==> src/rtl/sb_pkg.sv <==
package sb_pkg;
    typedef enum logic [1:0] {
        LD_NONE = 2'd0,
        LD_WAIT = 2'd1,
        LD_FWD  = 2'd2,
        LD_MISS = 2'd3
    } ld_kind_e;
endpackage

==> src/rtl/sb_resolve.sv <==
module sb_resolve
    import sb_pkg::*;
#(
    parameter int DEPTH = 8,
    parameter int AW    = 16,
    parameter int DW    = 32,
    localparam int IW   = $clog2(DEPTH)
) (
    input  logic [DEPTH-1:0]         vld,
    input  logic [DEPTH-1:0]         aok,
    input  logic [DEPTH-1:0]         dok,
    input  logic [DEPTH-1:0][AW-1:0] addr,
    input  logic [DEPTH-1:0][DW-1:0] data,
    input  logic [IW-1:0]            head,
    input  logic                     ld_valid,
    input  logic [AW-1:0]            ld_addr,
    input  logic                     block,
    output ld_kind_e                 kind,
    output logic [DW-1:0]            fwd_data
);
    logic          any_unk;
    logic          hit;
    logic          hit_dok;
    logic [IW-1:0] idx;

    // Walk oldest to youngest so that the youngest match is the one kept.
    always_comb begin
        any_unk  = 1'b0;
        hit      = 1'b0;
        hit_dok  = 1'b0;
        fwd_data = '0;
        idx      = '0;
        for (int k = 0; k < DEPTH; k++) begin
            idx = head + IW'(k);
            if (vld[idx]) begin
                if (!aok[idx]) begin
                    any_unk = 1'b1;
                end else if (addr[idx] == ld_addr) begin
                    hit      = 1'b1;
                    hit_dok  = dok[idx];
                    fwd_data = data[idx];
                end
            end
        end
        if (!ld_valid)                            kind = LD_NONE;
        else if (block || any_unk || (hit && !hit_dok)) kind = LD_WAIT;
        else if (hit)                             kind = LD_FWD;
        else                                      kind = LD_MISS;
    end
endmodule

==> src/rtl/sb_ack_tracker.sv <==
module sb_ack_tracker #(
    parameter int MAX_OUT = 15,
    localparam int CW     = $clog2(MAX_OUT + 1)
) (
    input  logic clk,
    input  logic rst_n,
    input  logic issue,
    input  logic ack,
    output logic zero,
    output logic at_max
);
    logic [CW-1:0] cnt_d, cnt_q;

    always_comb begin
        cnt_d = cnt_q;
        if (issue && !ack)      cnt_d = cnt_q + 1'b1;
        else if (!issue && ack) cnt_d = cnt_q - 1'b1;
    end

    always_ff @(posedge clk) begin
        if (!rst_n) cnt_q <= '0;
        else        cnt_q <= cnt_d;
    end

    assign zero   = (cnt_q == '0);
    assign at_max = (cnt_q == CW'(MAX_OUT));
endmodule

==> src/rtl/store_buffer.sv <==
module store_buffer
    import sb_pkg::*;
#(
    parameter int DEPTH   = 8,
    parameter int AW      = 16,
    parameter int DW      = 32,
    parameter int MAX_OUT = 15,
    localparam int IW     = $clog2(DEPTH)
) (
    input  logic          clk,
    input  logic          rst_n,
    input  logic          alloc_valid,
    input  logic          alloc_rel,
    output logic          alloc_ready,
    output logic [IW-1:0] alloc_idx,
    input  logic          afill_valid,
    input  logic [IW-1:0] afill_idx,
    input  logic [AW-1:0] afill_addr,
    input  logic          dfill_valid,
    input  logic [IW-1:0] dfill_idx,
    input  logic [DW-1:0] dfill_data,
    input  logic          ld_valid,
    input  logic          ld_acq,
    input  logic [AW-1:0] ld_addr,
    output logic          ld_stall,
    output logic          ld_fwd_valid,
    output logic [DW-1:0] ld_fwd_data,
    output logic          rd_valid,
    output logic [AW-1:0] rd_addr,
    input  logic          fence_req,
    output logic          fence_done,
    output logic          cw_valid,
    output logic [AW-1:0] cw_addr,
    output logic [DW-1:0] cw_data,
    input  logic          cw_ready,
    input  logic          cw_ack
);
    typedef struct packed {
        logic          vld;
        logic          aok;
        logic          dok;
        logic          rel;
        logic [AW-1:0] addr;
        logic [DW-1:0] data;
    } ent_t;

    typedef struct packed {
        ent_t [DEPTH-1:0] ent;
        logic [IW-1:0]    head;
        logic [IW-1:0]    tail;
        logic [IW:0]      cnt;
    } st_t;

    st_t st_d, st_q;

    logic [DEPTH-1:0]         v_vld, v_aok, v_dok;
    logic [DEPTH-1:0][AW-1:0] v_addr;
    logic [DEPTH-1:0][DW-1:0] v_data;

    for (genvar i = 0; i < DEPTH; i++) begin : g_flat
        assign v_vld[i]  = st_q.ent[i].vld;
        assign v_aok[i]  = st_q.ent[i].aok;
        assign v_dok[i]  = st_q.ent[i].dok;
        assign v_addr[i] = st_q.ent[i].addr;
        assign v_data[i] = st_q.ent[i].data;
    end

    logic     full, empty, fence_block, ack_zero, ack_max, hd_rel, push, pop;
    ent_t     hd;
    ld_kind_e kind;

    assign full        = (st_q.cnt == (IW+1)'(DEPTH));
    assign empty       = (st_q.cnt == '0);
    assign hd          = st_q.ent[st_q.head];
    assign hd_rel      = hd.vld && hd.rel;
    assign fence_done  = empty && ack_zero;
    assign fence_block = fence_req && !fence_done;

    sb_resolve #(.DEPTH(DEPTH), .AW(AW), .DW(DW)) u_resolve (
        .vld      (v_vld),
        .aok      (v_aok),
        .dok      (v_dok),
        .addr     (v_addr),
        .data     (v_data),
        .head     (st_q.head),
        .ld_valid (ld_valid),
        .ld_addr  (ld_addr),
        .block    (fence_block),
        .kind     (kind),
        .fwd_data (ld_fwd_data)
    );

    assign ld_stall     = (kind == LD_WAIT);
    assign ld_fwd_valid = (kind == LD_FWD);
    assign rd_valid     = (kind == LD_MISS);
    assign rd_addr      = ld_addr;

    assign alloc_ready = !full && !fence_block && !(ld_acq && ld_stall);
    assign alloc_idx   = st_q.tail;

    assign cw_valid = hd.vld && hd.aok && hd.dok && (!hd.rel || ack_zero) && !ack_max;
    assign cw_addr  = hd.addr;
    assign cw_data  = hd.data;

    assign push = alloc_valid && alloc_ready;
    assign pop  = cw_valid && cw_ready;

    sb_ack_tracker #(.MAX_OUT(MAX_OUT)) u_acks (
        .clk    (clk),
        .rst_n  (rst_n),
        .issue  (pop),
        .ack    (cw_ack),
        .zero   (ack_zero),
        .at_max (ack_max)
    );

    always_comb begin
        st_d = st_q;
        if (afill_valid && st_q.ent[afill_idx].vld && !st_q.ent[afill_idx].aok) begin
            st_d.ent[afill_idx].aok  = 1'b1;
            st_d.ent[afill_idx].addr = afill_addr;
        end
        if (dfill_valid && st_q.ent[dfill_idx].vld && !st_q.ent[dfill_idx].dok) begin
            st_d.ent[dfill_idx].dok  = 1'b1;
            st_d.ent[dfill_idx].data = dfill_data;
        end
        if (pop) begin
            st_d.ent[st_q.head].vld = 1'b0;
            st_d.head               = st_q.head + 1'b1;
        end
        if (push) begin
            st_d.ent[st_q.tail] = '{vld: 1'b1, aok: 1'b0, dok: 1'b0, rel: alloc_rel,
                                   addr: '0, data: '0};
            st_d.tail           = st_q.tail + 1'b1;
        end
        st_d.cnt = st_q.cnt + (IW+1)'(push) - (IW+1)'(pop);
    end

    always_ff @(posedge clk) begin
        if (!rst_n) st_q <= '0;
        else        st_q <= st_d;
    end
endmodule

==> config.mk <==
export PLATFORM = sky130hd
export DESIGN_NAME = store_buffer
export DESIGN_NICKNAME = d
export VERILOG_FILES = /design/src/rtl/sb_pkg.sv /design/src/rtl/sb_resolve.sv /design/src/rtl/sb_ack_tracker.sv /design/src/rtl/store_buffer.sv
export SDC_FILE = /design/constraint.sdc
export NUM_CORES = 2
export LEC_CHECK = 0
export BUFFER_PORTS_ARGS = -buffer_cell sky130_fd_sc_hd__buf_4
export CELL_PAD_IN_SITES_DETAIL_PLACEMENT = 2
export CELL_PAD_IN_SITES_GLOBAL_PLACEMENT = 2
export CORE_UTILIZATION = 44
export DETAILED_ROUTE_END_ITERATION = 7
export PLACE_DENSITY = 0.85
export SETUP_SLACK_MARGIN = 0.2
export SYNTH_ARGS = -nofsm -noshare
export SYNTH_HDL_FRONTEND = slang
export SYNTH_HIERARCHICAL = 1
export SYNTH_SLANG_ARGS = --single-unit
==> constraint.sdc <==
create_clock -name clk -period 18.69 [get_ports clk]
set_clock_uncertainty 0.15 [all_clocks]
set_input_delay 4.6725 -clock clk [delete_from_list [all_inputs] [get_ports clk]]
set_output_delay 4.6725 -clock clk [all_outputs]
set_load 0.05 [all_outputs]
==> metrics <==
Wirelength per Cell=39.1 um; grt ovf=0; utilization after layout=48.4%; final hold slack=0.305 ns; Clock transition at path regs=approximately 0.060 ns; Tightest Pin Transition=1.45 ns; mux contribution to synthesized area=between 40% and 50%; Synth Area in Simple Gates=15.4%; Gates resized, CTS repair=0; Synth area leader=mux4_2; register area=0.00862 sq mm; initial antenna violation count=10; Port Buffers=185; final period utilization=between 70% and 80%; status=completed; top cells by count, synth=753 x nand2_1, 498 x mux4_2, 430 x dfxtp_1; die height=296 um; final antenna-violating net count=0; ys flop type=dfxtp_1; initial core utilization=44.6%; Crit. End Element=primary output; CTS Buf Count=54; switching power=0.000674 W; GPL Wtd Cong=about 1; CTS tree=yes; first-pass GRT wire length=~290000 um; Setup crit start kind=primary input; Worst Hold Class=flop to flop; Die ar.=0.0878 sq mm; post-synth cell types=95; sw frac=28.9%; Root Buffer Master=clkbuf_16; Sink Count=430; most frequent cell after synthesis=nand2_1; Power Density=56.3 mW/mm^2; Rows=around 110; required time of the critical path=13.87 ns; share of power burned in registers=40.2%; fin cells=approximately 5100; gr usage total=44.7%; Synth Warn #=6; Detailed Route WL=a little under 200000 um; final setup fails=0; pre-CTS WS=about 4.8 ns; met2 routed WL=88200 um; leak pwr=13.2 nW; syn avg cell area=9.53 sq um; top sig layer=met5; largest cells by area after synthesis=mux4_2 29%, dfxtp_1 23%, mux2i_1 9.7%; DRT Pass-1 Iters=6; share of cells above drive strength 1=25.5%; Initial DRC Count=roughly 5400; sequential share of the synthesized area=around 23%; async set-reset flop share out of synthesis=0%; flops & latches, synth=430; Fin. Hold Viols=0; setup bufs post-CTS=0; Max-cap violations=0; Nets=3965; Adder-Cell Fraction of Synth Area=0.532%; Synth Area in XOR/XNOR=2.75%; Post-Syn Area=0.0381 sq mm; DRC viols=0; routed vias=39100; Worst Setup Slack, final=approximately 4.5 ns; worst setup path class=primary input to primary output; VDD IR max=0.0681 mV; Fill cells=8904; Post-synth EDFFs=0; Multi-input gate area=around 0.027 sq mm; post-synthesis compound-gate area fraction=10.3%; placed cell count=4957; H-tree depth=2; Post-Synthesis Cells=3999; Worst Path Arrival=9.34 ns; fmax=0.0706 GHz; die width=296 um; later-pin clock latency in the skew report=0.67 ns; io pins=approximately 190; clock buffer depth=3; Synth top area share=29.4%; hold-fix buffers at CTS=0; Worst slew margin=about 3.3%; RSZ-0062 raised after global routing=no; vias in the first global route=just over 40000; Comb power frac=around a tenth; Area Overhead vs Synth=8.60%; Syn Nets=4095; HPWL Detailed=115000 um; largest family of logic cells by synthesized area=multiplexers; count of final max-slew check failures=0; crit-path max FO=68; Metal-1 WL=69800 um; fin crit period=14.16 ns; clock power share=50.1%; sum of negative setup slack=0 ns; cell internal pwr=around 0.0017 W; largest net degree at the start of global routing=between 100 and 150; Core Area=0.0854 sq mm; Via density=7.72; WL met3=25400 um
[path summary, 6_finish.rpt]
kind / cells past startpoint / from / slack (ns) / endpoint
max: 14 / ld_addr[5] / 4.53 / alloc_ready
max reg2reg: 20 / st_q[7] / 8.40 / st_q[317]
min reg2reg: 2 / st_q[162] / 0.31 / st_q[162]
min: 2 / st_q[162] / 0.31 / st_q[162]
[cells in the final DEF, fill, tap and decap left out, types with 9 or more instances in the layout]
cell type,instances
clkbuf_16,54
a221oi_1,23
o22ai_1,23
or2_2,13
and3_1,11
mux4_2,498
o21ai_0,69
nor4_1,10
nand2_1,746
mux2i_1,368
nor2b_1,13
mux2_2,85
a31oi_1,31
clkbuf_8,18
nor2_1,312
ha_1,12
nand4_1,48
a32o_1,14
nand3_1,78
nand2b_1,19
o2111ai_1,20
dfxtp_1,427
and2_1,16
clkinv_2,9
o311ai_0,13
a311oi_1,20
buf_4,252
xnor2_1,107
o221ai_1,41
a21oi_1,301
clkbuf_1,9
mux2_1,10
inv_1,35
or4_1,15
nor3_1,32
[cell type report]
cell class                      instances  share of cell area [%]
Clock buffer                           81                    3.95
Clock inverter                         18                   0.623
Inverter                               45                   0.408
Antenna cell                            4                  0.0242
Timing Repair Buffer                  255                    4.72
Tap cell                             1144                    3.46
Sequential cell                       430                    20.8
Multi-Input combinational cell       3083                    66.0
[critical path: stages]
cell and delay [ns]:
buf_4 0.15, clkinv_1 0.27, o21ai_0 0.26, a221oi_1 0.12
nand4_1 0.17, nand4b_1 0.23, buf_4 0.73, and3b_2 1.11
nand4_1 0.17, a21oi_1 0.35, nand3b_1 0.50, nand2_1 0.09
nor2_1 0.15, buf_4 0.22
[cell families after synthesis]
logic type	count (synthesis)
flip-flops	430
multiplexers	962
buffers and inverters	486
AO/OA/AOI/OAI	619
AND/OR/NAND/NOR	1369
adder cells (fa/ha/maj)	15
XOR/XNOR	118
[registers in the layout (all words and copies together) (netlist names)]
register and count:
st_q 423, u_acks/cnt_q 4, alloc_idx 3
[layer usage]
layer | up-vias | GRT usage [%]
li1 | 14700 | -
met1 | 19900 | 55.1
met2 | 3266 | 67.9
met3 | 1141 | 14.6
met4 | 10 | 27.3
met5 | - | 0
[metrics by stage]
step	total power, W	instance area, sq um
finish	0.00233	41400
global route	0.00236	41400
CTS	0.00232	41400
detailed placement	0.00117	39500
global placement	0.00116	39500
floorplan	0.00108	38100
[power by group through the flow]
| stage | registers [W] | logic (W) | clock network, W |
|---|---|---|---|
| final | 0.000936 | 0.000226 | 0.00117 |
| after global routing | 0.000936 | 0.000230 | 0.00119 |
| after CTS | 0.000935 | 0.000218 | 0.00117 |
| after detailed placement | 0.000955 | 0.000214 | 0 |
| after global placement | 0.000954 | 0.000208 | 0 |
| after floorplan | 0.000949 | 0.000127 | 0 |
No activity file was read; power rests on OpenSTA's default activity.
